--- src/rtl/tap_pkg.sv ---
package tap_pkg;
    typedef enum logic [2:0] {
        ST_IDLE,
        ST_PULSE1,
        ST_HOLD,
        ST_LAT,
        ST_WIN,
        ST_PULSE2
    } tap_st_e;

    localparam int N_AXES  = 2;
    localparam int N_FLAGS = 2 * N_AXES;
endpackage

--- src/rtl/tap_axis.sv ---
module tap_axis
    import tap_pkg::*;
#(
    parameter int DW        = 8,
    parameter int THR_W     = 4,
    parameter int THR_SHIFT = 2,
    parameter int TW        = 8
) (
    input  logic          clk,
    input  logic          rst_n,
    input  logic          tick,
    input  logic          smp_vld,
    input  logic [DW-1:0] smp,
    input  logic [THR_W-1:0] thr,
    input  logic [TW-1:0] time_lim,
    input  logic [TW-1:0] latency,
    input  logic [TW-1:0] window,
    output logic          single_o,
    output logic          double_o
);
    localparam int CW = TW + 1;
    localparam int MW = DW + 1;

    typedef struct packed {
        tap_st_e       st;
        logic [CW-1:0] cnt;
        logic          hi;
    } axis_s;

    axis_s q, d;

    logic [MW-1:0] ext, mag, thr_mag;
    logic [CW-1:0] lim_t, lat_t, win_t, cnt_inc;
    logic          above, rise, fall;

    always_comb begin
        ext     = {smp[DW-1], smp};
        mag     = smp[DW-1] ? (~ext + 1'b1) : ext;
        thr_mag = {{(MW-THR_W){1'b0}}, thr} << THR_SHIFT;
        above   = mag > thr_mag;
        rise    = smp_vld & above & ~q.hi;
        fall    = smp_vld & ~above;
        lim_t   = {1'b0, time_lim};
        lat_t   = {latency, 1'b0};
        win_t   = {window, 1'b0};
        cnt_inc = q.cnt + 1'b1;

        d        = q;
        single_o = 1'b0;
        double_o = 1'b0;
        if (smp_vld) d.hi = above;

        case (q.st)
            ST_IDLE: begin
                if (rise) begin
                    d.st  = ST_PULSE1;
                    d.cnt = '0;
                end
            end
            ST_PULSE1, ST_PULSE2: begin
                if (fall) begin
                    single_o = (q.st == ST_PULSE1);
                    double_o = (q.st == ST_PULSE2);
                    d.st     = (q.st == ST_PULSE1) ? ST_LAT : ST_IDLE;
                    d.cnt    = '0;
                end else if (tick) begin
                    if (cnt_inc > lim_t) d.st = ST_HOLD;
                    else                 d.cnt = cnt_inc;
                end
            end
            ST_HOLD: begin
                if (fall) d.st = ST_IDLE;
            end
            ST_LAT: begin
                if (q.cnt >= lat_t) begin
                    d.st  = ST_WIN;
                    d.cnt = '0;
                end else if (tick) begin
                    d.cnt = cnt_inc;
                end
            end
            ST_WIN: begin
                if (rise) begin
                    d.st  = ST_PULSE2;
                    d.cnt = '0;
                end else if (q.cnt >= win_t) begin
                    d.st = ST_IDLE;
                end else if (tick) begin
                    d.cnt = cnt_inc;
                end
            end
            default: d.st = ST_IDLE;
        endcase
    end

    always_ff @(posedge clk or negedge rst_n) begin
        if (!rst_n) q <= '{st: ST_IDLE, cnt: '0, hi: 1'b0};
        else        q <= d;
    end
endmodule

--- src/rtl/tap_src.sv ---
module tap_src #(
    parameter int NF = 4
) (
    input  logic          clk,
    input  logic          rst_n,
    input  logic          smp_vld,
    input  logic          latch_en,
    input  logic          src_rd,
    input  logic [NF-1:0] ev,
    input  logic [NF-1:0] en,
    output logic [NF:0]   src_o,
    output logic          irq_o
);
    typedef struct packed {
        logic [NF-1:0] flags;
    } src_s;

    src_s q, d;
    logic keep;

    always_comb begin
        keep    = latch_en ? ~src_rd : ~(src_rd | smp_vld);
        d.flags = (q.flags & {NF{keep}}) | (ev & en);
        irq_o   = |q.flags;
        src_o   = {irq_o, q.flags};
    end

    always_ff @(posedge clk or negedge rst_n) begin
        if (!rst_n) q <= '0;
        else        q <= d;
    end
endmodule

--- src/rtl/tap_detect.sv ---
module tap_detect
    import tap_pkg::*;
#(
    parameter int DW        = 8,
    parameter int THR_W     = 4,
    parameter int THR_SHIFT = 2,
    parameter int TW        = 8
) (
    input  logic               clk,
    input  logic               rst_n,
    input  logic               tick,
    input  logic               smp_vld,
    input  logic [DW-1:0]      x_smp,
    input  logic [DW-1:0]      y_smp,
    input  logic [THR_W-1:0]   thr_x,
    input  logic [THR_W-1:0]   thr_y,
    input  logic [TW-1:0]      time_lim,
    input  logic [TW-1:0]      latency,
    input  logic [TW-1:0]      window,
    input  logic [N_FLAGS-1:0] evt_en,
    input  logic               latch_en,
    input  logic               src_rd,
    output logic [N_FLAGS:0]   src_q,
    output logic               irq
);
    logic [DW-1:0]      smp_a [N_AXES];
    logic [THR_W-1:0]   thr_a [N_AXES];
    logic [N_FLAGS-1:0] ev_all;

    assign smp_a[0] = x_smp;
    assign smp_a[1] = y_smp;
    assign thr_a[0] = thr_x;
    assign thr_a[1] = thr_y;

    for (genvar a = 0; a < N_AXES; a++) begin : g_axis
        tap_axis #(
            .DW(DW), .THR_W(THR_W), .THR_SHIFT(THR_SHIFT), .TW(TW)
        ) u_axis (
            .clk      (clk),
            .rst_n    (rst_n),
            .tick     (tick),
            .smp_vld  (smp_vld),
            .smp      (smp_a[a]),
            .thr      (thr_a[a]),
            .time_lim (time_lim),
            .latency  (latency),
            .window   (window),
            .single_o (ev_all[2*a]),
            .double_o (ev_all[2*a+1])
        );
    end

    tap_src #(.NF(N_FLAGS)) u_src (
        .clk      (clk),
        .rst_n    (rst_n),
        .smp_vld  (smp_vld),
        .latch_en (latch_en),
        .src_rd   (src_rd),
        .ev       (ev_all),
        .en       (evt_en),
        .src_o    (src_q),
        .irq_o    (irq)
    );
endmodule

--- config.mk ---
export PLATFORM = sky130hd
export DESIGN_NAME = tap_detect
export DESIGN_NICKNAME = d
export VERILOG_FILES = /design/src/rtl/tap_pkg.sv /design/src/rtl/tap_axis.sv /design/src/rtl/tap_src.sv /design/src/rtl/tap_detect.sv
export SDC_FILE = /design/constraint.sdc
export NUM_CORES = 1
export LEC_CHECK = 0
export ABC_AREA = 1
export BUFFER_PORTS_ARGS = -buffer_cell sky130_fd_sc_hd__buf_2
export CORE_UTILIZATION = 55
export DETAILED_ROUTE_END_ITERATION = 6
export PLACE_DENSITY = 0.85
export SLEW_MARGIN = 10
export SYNTH_ARGS = -nofsm -noshare
export SYNTH_HDL_FRONTEND = slang
export SYNTH_SLANG_ARGS = --single-unit
--- constraint.sdc ---
create_clock -name clk -period 7.1 [get_ports clk]
set_clock_uncertainty 0.1 [all_clocks]
set_input_delay 1.065 -clock clk [delete_from_list [all_inputs] [get_ports clk]]
set_output_delay 1.065 -clock clk [all_outputs]
set_load 0.1 [all_outputs]
======== Word level (Yosys, flattened, before mapping) ========
Index checks and enable logic that the tools add are counted.
Widths: inputs -> output; s select.
storage, ports and cells
  input port bits ......................... 58
  memories ................................ 0
  bits in writable memories ............... 0
  register bits after elaboration ......... 30
  ROM bits ................................ 0
  latch bits .............................. 0
operators by class
  $lt $le $gt $ge ......................... 8
  multiply operators ...................... 0
  muxes and demuxes ....................... 41
  bitwise logic cells ..................... 18
  add/subtract/negate cells ............... 4
  shifts and indexed selects .............. 0
  divide/modulo/power cells ............... 0
  reduce and logical (&&, ||, !) cells .... 11
  eq/ne operators ......................... 26
operator list
  operator             number
  $mux 12              8
  $mux 9               10
  $pmux 9 s4           2
  $add 9x1->9 const B  4
  $ge 9x9->1           4
  $pmux 3 s5           2
  $mux 3               8
  $gt 9x6->1           2
  $gt 9x8->1           2
  $ne 3x2->1 const B   6
  $not 9->9            2
  $eq 3x2->1 const B   4
  $eq 3x3->1 const B   4
  $ne 2x1->1 const B   6
  $ne 3x1->1 const B   4
  $reduce_and 6->1     2
  $reduce_and 5->1     2
  $mux 1               9
  $and 4x4->4          2
  $reduce_bool 4->1    2
  $and 1x1->1          6
  $eq 3x1->1 const B   2
  $logic_not 3->1      2
  $not 1->1            6
  5 further kinds      7

======== Depth between registers and ports, before layout ========
  word-level depth ........................ 10
  mapped depth ............................ 21

======== By module ========
A second synthesis with hierarchy kept.
unflattened totals
  cell total of the unflattened synthesis .. 717
  area, all modules ....................... 4521.8 um^2
modules (own cells, without submodules)
  module                        area each (um^2)  seq. area each (um^2)  times used  cells an instance
  tap_axis at g_axis[1].u_axis  2185.8            325.3                  1           347
  tap_axis at g_axis[0].u_axis  2153.3            325.3                  1           347
  tap_src                       182.7             100.1                  1           23

======== Worst setup path before layout ========
Ideal clock, no wire load.
  path type ............................... reg-to-output
  start ................................... register u_src.q[3] (netlist bit)
  end ..................................... output port src_q[4]
  buffers on the path ..................... 1
  data arrival time ....................... 2.447 ns
  slack ................................... 3.488 ns
  stages on the path, launching flop included .. 4
  cell sequence ........................... dfrtp_1 > inv_1 > nand4_1 > buf_4
on the way
  longest elaborated chain between the ends .. 1
ends and longest elaborated chain
  what                      RTL line          text
  start: declaration        tap_src.sv:18     src_s q, d;
  start signal: assignment  tap_src.sv:29     if (!rst_n) q <= '0;
  start signal: assignment  tap_src.sv:30     else q <= d;
  $reduce_or 4->1           tap_src.sv:24     irq_o = |q.flags;
  end: declaration          tap_detect.sv:23  output logic [N_FLAGS:0] src_q,
Every way passes these cells.

======== Worst setup path in the final report ========
  start ................................... input port y_smp[0]
  end ..................................... register g_axis[1].u_axis.q[5] (netlist bit)
on the way
  longest elaborated chain between the ends .. 8
  elaborated cells between the ends (all ways) .. 16
  classes of those cells .................. 1 x add/sub; 1 x order compare; 4 x eq/ne; 4 x mux; 5 x bitwise; 1 x reduce/logical
ends and longest elaborated chain
  what                                                             RTL line                        text
  start: declaration                                               tap_detect.sv:14                input logic [DW-1:0] y_smp,
  $not 9->9                                                        tap_axis.sv:38                  mag = smp[DW-1] ? (~ext + 1'b1) : ext;
  $add 9x1->9                                                      tap_axis.sv:38
  $mux 9 (*)                                                       tap_axis.sv:38
  $gt 9x6->1 (*)                                                   tap_axis.sv:40                  above = mag > thr_mag;
  $and 1x1->1 / $not 1->1 (equally long branches)                  tap_axis.sv:41, tap_axis.sv:42
  $and 1x1->1 (on tied branches)                                   tap_axis.sv:41, tap_axis.sv:42
  $ne 3x2->1 (no line), or another cell as far along               -
  $reduce_and 5->1 (no line) / $pmux 9 s4 (equally long branches)  -
  end signal: assignment                                           tap_axis.sv:97                  if (!rst_n) q <= '{st: ST_IDLE, cnt: '0, hi: 1'b0};
  end: declaration                                                 tap_axis.sv:30                  axis_s q, d;
Mark *: on every way between the ends. The rest lies on a longest branch, timed or not.
A chain may end at the register's enable or synchronous reset.

==> impl_table.tex <==
\begin{tabular}{lr}
\hline
Metric & Value \\
\hline
\multicolumn{2}{l}{\textbf{Status}} \\
\quad Run status & completed \\
\multicolumn{2}{l}{\textbf{Floorplanning}} \\
\quad Starting Density & 0.571 \\
\quad Count of pins on the block boundary & 64 \\
\quad Area enclosed by the die boundary & approximately 8400 um2 \\
\quad Height of the chip & 91.6 um \\
\quad Num rows & 32 \\
\quad Placeable Area & 7730 um2 \\
\quad Die width & around 92 um \\
\multicolumn{2}{l}{\textbf{Clock network}} \\
\quad Total of hold buffers inserted after clock tree synthesis & 0 \\
\quad CTS H-Tree Depth & 2 \\
\quad Clock Latency Late Sink & 0.28 ns \\
\quad Clock tree from TritonCTS & done \\
\quad Clk slew on worst S/H paths & about 0.060 ns \\
\quad Number of buffers inserted during clock tree synthesis & 5 \\
\quad CTS resizes & 0 \\
\quad Clock root cell & sky130\_fd\_sc\_hd\_\_clkbuf\_8 \\
\quad Count of clock tree sinks & 30 \\
\quad Number of buffers on the longest clock path & 2 \\
\quad Post-CTS setup buffer count & 0 \\
\multicolumn{2}{l}{\textbf{Global routing}} \\
\quad Global-route usage over all layers & 0.280 \\
\quad Vias in the first global route & about 4.3k \\
\quad Wire length of the first global-routing pass & between 15000 and 20000 um \\
\quad Largest net degree at the start of global routing & 31 \\
\quad Number of antenna violations at the first check in global routing & 0 \\
\quad Leftover overflow at the end of global routing & 0 \\
\multicolumn{2}{l}{\textbf{Yosys}} \\
\quad Number of distinct library cells after synthesis & 36 \\
\quad Cell taking the most area after synthesis & sky130\_fd\_sc\_hd\_\_dfrtp\_1 \\
\quad Area contributors post-synth & sky130\_fd\_sc\_hd\_\_dfrtp\_1 (17\%), sky130\_fd\_sc\_hd\_\_ha\_1 (17\%), sky130\_fd\_sc\_hd\_\_nand2\_1 (16\%) \\
\quad Mean post-synth cell area & $\sim$6.3 um2 \\
\quad Synth warn & 0 \\
\quad Number of register bits inferred by synthesis & 30 \\
\quad Net Count, Synth & around 820 \\
\quad Number of cells produced by synthesis & $\sim$710 \\
\quad Cell area after synthesis & 4410 um2 \\
\quad Sequential element share of the synthesized area & 0.170 \\
\quad Fraction of post-synthesis cell area in the top cell type by area & 0.170 \\
\multicolumn{2}{l}{\textbf{Setup path}} \\
\quad Critical path type & in2reg \\
\quad Worst Path Max Fanout & 12 \\
\quad Nature of the critical path startpoint & primary input \\
\quad Cell repeated most along the worst path & sky130\_fd\_sc\_hd\_\_nand2\_1 \\
\quad Slowest stage cell on the critical path & sky130\_fd\_sc\_hd\_\_ha\_1 \\
\quad CP Data Required Time & $\sim$7 ns \\
\quad Setup slack, reg-to-reg & $\sim$4.3 ns \\
\quad Maximum single-stage delay on the critical path & 0.30 ns \\
\quad Crit path arrival time & approximately 3.4 ns \\
\quad Worst-path cell chain & buf\_2 > inv\_1 > ha\_1 > nand2\_1 > nand2\_1 > xor2\_1 > ha\_1 > a21oi\_1 > nand2\_1 > nand2\_1 > nand2\_1 > nand2\_1 > nand3\_2 > nand2\_2 > nand3\_2 > nand3\_4 > nand2\_1 > nand2\_1 \\
\quad Worst Setup End Kind & register \\
\multicolumn{2}{l}{\textbf{Finish}} \\
\quad \# fillers & between 700 and 800 \\
\quad Antenna cells & 0 \\
\quad Non-filler instance count after layout & approximately 860 \\
\quad Most common cell after layout, fill and taps aside & sky130\_fd\_sc\_hd\_\_nand2\_1 \\
\quad Fraction of layout instances using a drive strength above 1 & 0.142 \\
\quad Final-stage net count & roughly 880 \\
\quad Multi-input combinational cell area & about 3200 um2 \\
\quad Area growth, synth to finish & 9.98\% \\
\quad Storage element area & approximately 750 um2 \\
\quad Most used cells in the layout excluding fill and tap cells & sky130\_fd\_sc\_hd\_\_nand2\_1 (183), sky130\_fd\_sc\_hd\_\_nand3\_1 (125), sky130\_fd\_sc\_hd\_\_inv\_1 (103) \\
\multicolumn{2}{l}{\textbf{Drt}} \\
\quad Total number of vias & roughly 4.7k \\
\quad Avg WL per Cell & 13.2 um \\
\quad Vias per cell & about 5.5 \\
\quad Routed wire length & roughly 11000 um \\
\quad \# DRC & 0 \\
\quad Antenna violation net count after detailed routing & 0 \\
\quad DRC marker count from the first detailed-route iteration & approximately 300 \\
\quad Router iterations before antenna repair & 5 \\
\multicolumn{2}{l}{\textbf{Timing}} \\
\quad Final critical-path share of the clock period & 0.468 \\
\quad Actual slew at the worst max-slew pin & roughly 1.2 ns \\
\quad Setup Viol. Count Final & 0 \\
\quad Maximum clock frequency & $\sim$300 MHz \\
\quad Rel. slew slack & 0.223 \\
\quad Hold violation total from the final report & 0 \\
\quad Post-layout worst setup margin & around 3.8 ns \\
\quad RSZ-0062 raised after global routing & false \\
\quad Total negative slack for setup checks & 0 ns \\
\quad Number of max-slew violations in the final report & 0 \\
\quad Final worst path period need & 3.32 ns \\
\multicolumn{2}{l}{\textbf{Place}} \\
\quad Hpwl dp & 9330 um \\
\quad Total instance count after detailed placement & $\sim$850 \\
\quad Worst slack, placed & 3.51 ns \\
\quad Weighted congestion at the end of routability-driven global placement & about 0.95 \\
\quad Total of buffers placed on input and output ports & 63 \\
\multicolumn{2}{l}{\textbf{Power}} \\
\quad Leak & about 2.8 nW \\
\quad PD cells & 186 nW/um2 \\
\quad Post-layout power & 0.901 mW \\
\quad Largest voltage drop on the vdd net & 0.144 mV \\
\multicolumn{2}{l}{\textbf{Min path}} \\
\quad Min-delay worst type & reg2reg \\
\multicolumn{2}{l}{\textbf{Job}} \\
\quad Max-cap check violation count & 0 \\
\hline
\end{tabular}
[layout make-up]
class,instances,share of cell area
Multi-Input combinational cell,544,0.649
Sequential cell,30,0.155
Inverter,115,0.0890
Timing Repair Buffer,63,0.0650
Tap cell,102,0.0263
Clock buffer,7,0.0157
[worst max-delay path, delay by kind of cell]
kind / cells / cell delay (ns)
buffers and inverters: 2 / 0.15
adder cells (fa/ha/maj): 2 / 0.51
AO/OA/AOI/OAI: 1 / 0.15
XOR/XNOR: 1 / 0.14
AND/OR/NAND/NOR: 12 / 1.41
[layer usage]
metal	vias to the layer above	wire length [um]	track usage	share of wire
li1	2408	-	-	-
met1	2134	5040	0.363	0.44
met2	137	5440	0.471	0.48
met3	39	549	0.0452	0.048
met4	0	315	0.0913	0.028
met5	-	0	0	0
[power by group]
group	switching (mW)	total, mW	internal (mW)	leakage, nW
clock	0.0622	0.130	0.0674	0.0383
combinational	0.368	0.539	0.171	2.36
sequential	0.0356	0.233	0.198	0.403
[metrics by stage]
stage	area, um2	hold WS (ns)	utilization
global route	4850	0.458	0.628
floorplan	4410	0.374	-
finish	4850	0.414	0.628
CTS	4850	0.412	0.628
global placement	4780	0.392	0.618
detailed placement	4780	0.397	0.618
[path summary, 6_finish.rpt]
| path | to | depth (start not counted) | startpoint |
|---|---|---|---|
| worst max-delay path | g_axis[1].u_axis.q[5]$_DFFE_PN0P_ | 18 | y_smp[0] |
| worst min-delay path | g_axis[0].u_axis.q[0]$_DFFE_PN0P_ | 2 | g_axis[0].u_axis.q[0]$_DFFE_PN0P_ |
| worst max register to register | g_axis[0].u_axis.q[11]$_DFFE_PN0P_ | 21 | g_axis[0].u_axis.q[3]$_DFFE_PN0P_ |
| worst min register to register | g_axis[0].u_axis.q[0]$_DFFE_PN0P_ | 2 | g_axis[0].u_axis.q[0]$_DFFE_PN0P_ |
| max in group asynchronous | g_axis[0].u_axis.q[3]$_DFFE_PN0P_ | 1 | rst_n |
| min in group asynchronous | g_axis[1].u_axis.q[2]$_DFFE_PN0P_ | 1 | rst_n |
[cell families after synthesis]
family / synth area share
flip-flops: 0.170
AND/OR/NAND/NOR: 0.441
buffers and inverters: 0.116
adder cells (fa/ha/maj): 0.170
XOR/XNOR: 0.0278
AO/OA/AOI/OAI: 0.0754
[cells in the mapped netlist, drive strengths merged]
master / count
inv: 112
a21boi: 1
buf: 11
o22ai: 2
nand2: 194
o21ai: 24
ha: 60
o21bai: 2
xor2: 12
o211ai: 1
clkinv: 3
o2111ai: 1
dfrtp: 30
o21a: 3
xnor2: 2
nor3: 6
nand3: 133
nand4: 13
a21oi: 27
and2: 1
nor2: 58
nand3b: 4
clkbuf: 5
[flip-flops by register name, summed over array words and instances, names as in the netlist]
register	flops
g_axis.u_axis.q	26
u_src.q	4
No activity file was read; power rests on OpenSTA's default activity.
